==> src/rtl/funnel_pkg.sv <==
package funnel_pkg;

    localparam int WORD_W  = 32;
    localparam int SHAMT_W = $clog2(WORD_W);

    typedef enum logic [1:0] {
        SH_RIGHT_LOG   = 2'b00,
        SH_RIGHT_ARITH = 2'b01,
        SH_ROTATE      = 2'b10,
        SH_LEFT_LOG    = 2'b11
    } shift_mode_e;

    // Effective right-extraction amount for a left shift: (WORD - n) mod WORD
    function automatic logic [SHAMT_W-1:0] left_to_right_amt(input logic [SHAMT_W-1:0] n);
        return SHAMT_W'(~n + 1'b1);
    endfunction

endpackage

==> src/rtl/funnel_operand_map.sv <==
module funnel_operand_map
    import funnel_pkg::*;
#(
    parameter int W  = WORD_W,
    parameter int AW = $clog2(W)
) (
    input  logic [W-1:0]  op_a,
    input  logic [AW-1:0] shamt,
    input  shift_mode_e   mode,
    output logic [W-1:0]  upper,
    output logic [W-1:0]  lower,
    output logic [AW-1:0] eff_amt
);

    always_comb begin
        upper   = '0;
        lower   = op_a;
        eff_amt = shamt;
        unique case (mode)
            SH_RIGHT_LOG: begin
                upper = '0;
                lower = op_a;
            end
            SH_RIGHT_ARITH: begin
                upper = {W{op_a[W-1]}};
                lower = op_a;
            end
            SH_ROTATE: begin
                upper = op_a;
                lower = op_a;
            end
            SH_LEFT_LOG: begin
                upper   = op_a;
                // a zero amount would need an extraction of W, so feed the operand low
                lower   = (shamt == '0) ? op_a : '0;
                eff_amt = AW'(left_to_right_amt(SHAMT_W'(shamt)));
            end
            default: begin
                upper = '0;
                lower = op_a;
            end
        endcase
    end

endmodule

==> src/rtl/funnel_stage.sv <==
module funnel_stage #(
    parameter int DW    = 64,
    parameter int SHIFT = 1
) (
    input  logic          sel,
    input  logic [DW-1:0] din,
    output logic [DW-1:0] dout
);

    always_comb begin
        if (sel)
            dout = {{SHIFT{1'b0}}, din[DW-1:SHIFT]};
        else
            dout = din;
    end

endmodule

==> src/rtl/funnel_shifter.sv <==
module funnel_shifter
    import funnel_pkg::*;
#(
    parameter int W  = WORD_W,
    parameter int AW = $clog2(W)
) (
    input  logic [W-1:0]  op_a,
    input  logic [AW-1:0] shamt,
    input  logic [1:0]    mode,
    output logic [W-1:0]  result
);

    localparam int DW = 2 * W;

    logic [W-1:0]  upper;
    logic [W-1:0]  lower;
    logic [AW-1:0] eff_amt;
    logic [DW-1:0] ladder [AW+1];

    funnel_operand_map #(.W(W), .AW(AW)) u_map (
        .op_a    (op_a),
        .shamt   (shamt),
        .mode    (shift_mode_e'(mode)),
        .upper   (upper),
        .lower   (lower),
        .eff_amt (eff_amt)
    );

    assign ladder[0] = {upper, lower};

    generate
        for (genvar lvl = 0; lvl < AW; lvl++) begin : g_level
            funnel_stage #(.DW(DW), .SHIFT(1 << lvl)) u_stage (
                .sel  (eff_amt[lvl]),
                .din  (ladder[lvl]),
                .dout (ladder[lvl+1])
            );
        end
    endgenerate

    assign result = ladder[AW][W-1:0];

    always_comb begin
        if (shamt == '0)
            AST_ZERO_IDENTITY: assert (result == op_a) else $error("zero amount altered operand");
        if (mode == 2'b01)
            AST_ARITH_SIGN: assert (result[W-1] == op_a[W-1]) else $error("sign bit lost");
        if (mode == 2'b00 && shamt != '0)
            AST_LOGIC_TOP_ZERO: assert (result[W-1] == 1'b0) else $error("logical right top bit set");
        if (mode == 2'b11 && shamt != '0)
            AST_LEFT_LOW_ZERO: assert (result[0] == 1'b0) else $error("left shift low bit set");
        if (mode == 2'b10)
            AST_ROTATE_WEIGHT: assert ($countones(result) == $countones(op_a)) else $error("rotate lost bits");
    end

endmodule

==> config.mk <==
export PLATFORM = sky130hd
export DESIGN_NAME = funnel_shifter
export DESIGN_NICKNAME = d
export VERILOG_FILES = /design/src/rtl/funnel_pkg.sv /design/src/rtl/funnel_operand_map.sv /design/src/rtl/funnel_stage.sv /design/src/rtl/funnel_shifter.sv
export SDC_FILE = /design/constraint.sdc
export NUM_CORES = 1
export LEC_CHECK = 0
export BUFFER_PORTS_ARGS = -buffer_cell sky130_fd_sc_hd__buf_2
export CAP_MARGIN = 20
export CORE_ASPECT_RATIO = 0.5
export CORE_MARGIN = 3
export CORE_UTILIZATION = 62
export DETAILED_ROUTE_END_ITERATION = 16
export MAX_ROUTING_LAYER = met4
export PLACE_DENSITY = 0.95
export SLEW_MARGIN = 15
export SYNTH_ARGS = -nofsm -noshare
export SYNTH_HDL_FRONTEND = slang
export SYNTH_SLANG_ARGS = --single-unit
==> constraint.sdc <==
create_clock -name vclk -period 6.8
set_clock_uncertainty 0.1 [all_clocks]
set_input_delay 0 -clock vclk [all_inputs]
set_output_delay 0 -clock vclk [all_outputs]
set_load 0.01 [all_outputs]
**Yosys cells after proc, flatten, opt, wreduce, memory -nomap -nowiden**

Index checks and enable logic that the tools add are counted.
Widths: inputs -> output; s select.

- Input port bits: 39
- Word-level logic and storage cells: 18
- Output and inout bits: 32
- Bits in registers: 0

- $add $sub $neg: 1
- Multiplexer cells: 9
- Reduce and logical (&&, ||, !) cells: 4
- Bitwise logic cells: 1
- Equality and inequality tests: 3

Operator list:

| kind | number |
|---|---|
| $pmux 31 s3 | 1 |
| $mux 32 | 2 |
| $pmux 32 s2 | 1 |
| $mux 62 | 1 |
| $mux 60 | 1 |
| $mux 56 | 1 |
| $mux 48 | 1 |
| $add 5x1->5 const B | 1 |
| $logic_not 5->1 | 1 |
| $mux 5 | 1 |
| $not 5->5 | 1 |
| $eq 2x2->1 const B | 2 |
| $reduce_or 3->1 | 1 |
| $eq 2x1->1 const B | 1 |
| $logic_not 2->1 | 1 |
| $reduce_or 2->1 | 1 |

**Depth between registers and ports, before layout**

- Depth in word-level cells: 8
- Depth in mapped cells: 14
- Mapped depth without buffers: 11

**By module**

From an unflattened synthesis, not the netlist that was laid out.

- Cells, all modules: 476
- Area total of the unflattened synthesis: 5646.7 µm²

Modules (own cells, without submodules):

| module | area each (µm²) | times used | cells an instance | sequential area each (µm²) |
|---|---|---|---|---|
| funnel_stage (g_level[0].u_stage) | 1068.5 | 1 | 71 | 0.0 |
| funnel_stage (g_level[1].u_stage) | 1054.8 | 1 | 71 | 0.0 |
| funnel_stage (g_level[2].u_stage) | 1033.5 | 1 | 71 | 0.0 |
| funnel_stage (g_level[3].u_stage) | 998.5 | 1 | 71 | 0.0 |
| funnel_stage (g_level[4].u_stage) | 878.3 | 1 | 71 | 0.0 |
| funnel_operand_map | 613.1 | 1 | 121 | 0.0 |

**Worst setup path after synthesis**

Ideal clock, no wire load.

- Path type: in2out
- From: input port shamt[0]
- To: output port result[21]
- Stages: 12
- Required time: 6.700 ns
- Slack: 4.279 ns
- Data arrival time: 2.421 ns
- Path through: buf_4 > buf_2 > inv_1 > ha_1 > nor3b_1 > ha_1 > and3b_1 > buf_1 > nor2_1 > a22oi_1 > a221o_1 > a22oi_1

- Word-level cells in the longest chain between the ends: 8
- Elaborated cells between the ends (all ways): 11
- Those cells by class: add/sub: 1; mux: 8; bitwise: 1; reduce/logical: 1

Ends and longest elaborated chain:

| element | RTL line | text |
|---|---|---|
| from (decl) | funnel_shifter.sv:8 | `input logic [AW-1:0] shamt,` |
| $not 5->5 / $logic_not 5->1 (equally long branches) | n/a |  |
| $add 5x1->5 / $mux 32 (equally long branches) | funnel_pkg.sv:15, funnel_operand_map.sv:35 |  |
| $mux 5 / $pmux 32 s2 (equally long branches) | funnel_operand_map.sv:19 | `unique case (mode)` |
| $mux 62 | funnel_stage.sv:11 | `if (sel)` |
| $mux 60 | funnel_stage.sv:11 |  |
| $mux 56 | funnel_stage.sv:11 |  |
| $mux 48 | funnel_stage.sv:11 |  |
| $mux 32 * | funnel_stage.sv:11 |  |
| to (decl) | funnel_shifter.sv:10 | `output logic [W-1:0] result` |

Mark *: on every way between the ends. The rest lies on a longest branch, timed or not.

**Worst setup path after layout**

- From: input port shamt[0]
- To: output port result[27]

The elaborated chain is that of the path after synthesis.

==> metrics.txt <==
status=finished clean; FMAX=around 270 MHz; pwr/cell area=136 nW/um2; Residual DRC=0; fin util=0.753; hold buffers post-CTS=0; syn avg cell area=between 6 and 7 um2; P_leak=1.42 nW; Reg area=0 um2; routed wire length=~11 mm; Die Wd=about 100 um; die area=roughly 5500 um2; crit path max fanout=39; All-Layer GR Usage=0.411; unrepaired setup endpoints after global routing=false; Worst setup SP type=input pin; cell taking the most area after synthesis=mux2i_1; drt pass-1 iters=8; Clock Power Share=0; dpl hpwl=between 8 and 9 mm; post-cts sizing count=0; met2 Track Usage GR=0.609; Routed Antenna Nets=0; combinational power share=1.000; CP endpoint kind=output port; largest net degree at the start of global routing=47; worst-margin pin slew=slightly above 1 ns; # clk buffers=0; FFs & Latches=0; WP data required=roughly 6.7 ns; Seq pwr share=0; vias per cell=7.35; area delta synth->final=9.77%; DR iter-0 viols=just under 700; total core area=4160 um2; Final min period=about 3.8 ns; synth unique cells=55; fill count=387; grt peak-use layer=met2; Tcrit/Tclk final=0.553; sequential-to-total area share from yosys stat=0; Pwr Total=0.000427 W; MaxCap Viol Count=0; Net Sw Power=between 0.0002 and 0.0003 W; met3 Usage GRT=0.142; met1 Usage GRT=0.555; Final GP Congestion=about 1.2; GR Overflow Total=0; Worst Setup SP=shamt[0]; Antenna diodes=0; first-pass GRT wire length=between 15 and 20 mm; IO buf count=between 70 and 80; Wirelength per Cell=around 21 um; beginning of the worst hold path=shamt[4]; area of the multi-input gates=between 2000 and 3000 um2; Ports=slightly above 70; via count=a little under 4k; # Post-CTS Setup Buffers=0; Die H=54.0 um; antenna violations before repair=0; area share of the largest cell type after synthesis=0.196; Ys Warns=0; CP Class=input pin to output port; WP data arrival=approximately 3.7 ns; Setup Viol. Count Final=0; Internal=between 0.00015 and 0.0002 W; initial core utilization=0.686; Mapped Area=between 2000 and 3000 um2; Syn Nets=480; num rows=16; number of global-route vias before repair=roughly 3.4k; share of cells above drive strength 1=0.225; Slew headroom=0.322; final count of pins violating max slew=0; Synth Instances=about 440; VDD IR max=between 0.0001 and 0.00015 V; Final TNS setup=0 ns; Fin. Hold Viols=0; switching fraction of total power=0.634; HP Class=input pin to output port; ranking of synthesized cells by area=mux2i_1, nand2_1, a21oi_1, mux2_2, o21ai_0; Net count, final=518
[synthesized netlist by cell type (4+ instances only)]
cell       n
nor2_1    32
a221oi_1   4
mux4_2     4
o22ai_1   22
nor3_1     4
clkbuf_1  13
a21oi_1   40
o211ai_1   8
inv_1      4
buf_1      5
nand3_1   19
a22oi_1    4
and2_1     6
a31oi_1   11
a22o_1     4
nand2_1   77
o221ai_1   6
buf_2     11
mux2i_1   56
o21ai_0   28
mux2_2    14
buf_4      8
a211oi_1   6
[cell families after synthesis]
logic type	Yosys count	synth area share
adder cells (fa/ha/maj)	2	0.00876
buffers and inverters	44	0.0810
AND/OR/NAND/NOR	157	0.245
XOR/XNOR	5	0.0219
AO/OA/AOI/OAI	154	0.345
multiplexers	77	0.298
[critical path, cell delays in order]
cell,delay [ns]
buf_2,0.75
inv_1,0.16
ha_1,0.28
and3b_4,0.35
xor2_4,0.74
mux2_2,0.44
and2_1,0.17
o22ai_1,0.30
o21ai_0,0.16
a21oi_1,0.16
buf_2,0.14
[placed cells by master (no fill, tap or decap), types with 4 or more instances in the layout]
master    Yosys  layout
nand2_1      77      77
buf_2        11      71
mux2i_1      56      55
a21oi_1      40      40
nor2_1       32      32
o21ai_0      28      28
o22ai_1      22      22
nand3_1      19      19
mux2_2       14      14
a31oi_1      11      11
o211ai_1      8       8
and2_1        6       6
a211oi_1      6       6
o221ai_1      6       6
buf_4         8       5
inv_1         4       4
nor3_1        4       4
mux4_2        4       4
a221oi_1      4       4
a22oi_1       4       4
a22o_1        4       4
[through the flow]
stage          std cells  instance area (um2)  hold WS (ns)  worst slack, ns
6_report             529                 3140         0.590             3.04
5_1_grt              529                 3140         0.624             2.77
4_1_cts              529                 3140         0.579             3.08
3_5_place_dp         529                 3140         0.579             3.08
3_3_place_gp         529                 3140         0.559             3.20
2_1_floorplan        439                 2860         0.255             4.28
[power groups by stage]
stage                     Sequential (W)  Clock (W)  Combinational (W)
final                                  0          0           0.000427
after CTS                              0          0           0.000406
after global routing                   0          0           0.000454
after floorplan                        0          0           0.000287
after detailed placement               0          0           0.000405
after global placement                 0          0           0.000404
[cell type report]
class | instances | area share
repair buffers | 76 | 0.125
multi-input cells | 395 | 0.848
well taps | 54 | 0.0215
inverters | 4 | 0.00479
[final timing paths]
path | to | slack, ns | cells after the start
min | result[11] | 0.59 | 5
max | result[27] | 3.04 | 11
[metal layers]
layer | up-vias | wire length, um
met1 | 1746 | 4430
met5 | - | 0
met3 | 54 | 2040
li1 | 1730 | -
met4 | 0 | 327
met2 | 356 | 4330
No activity file was read; power rests on OpenSTA's default activity.
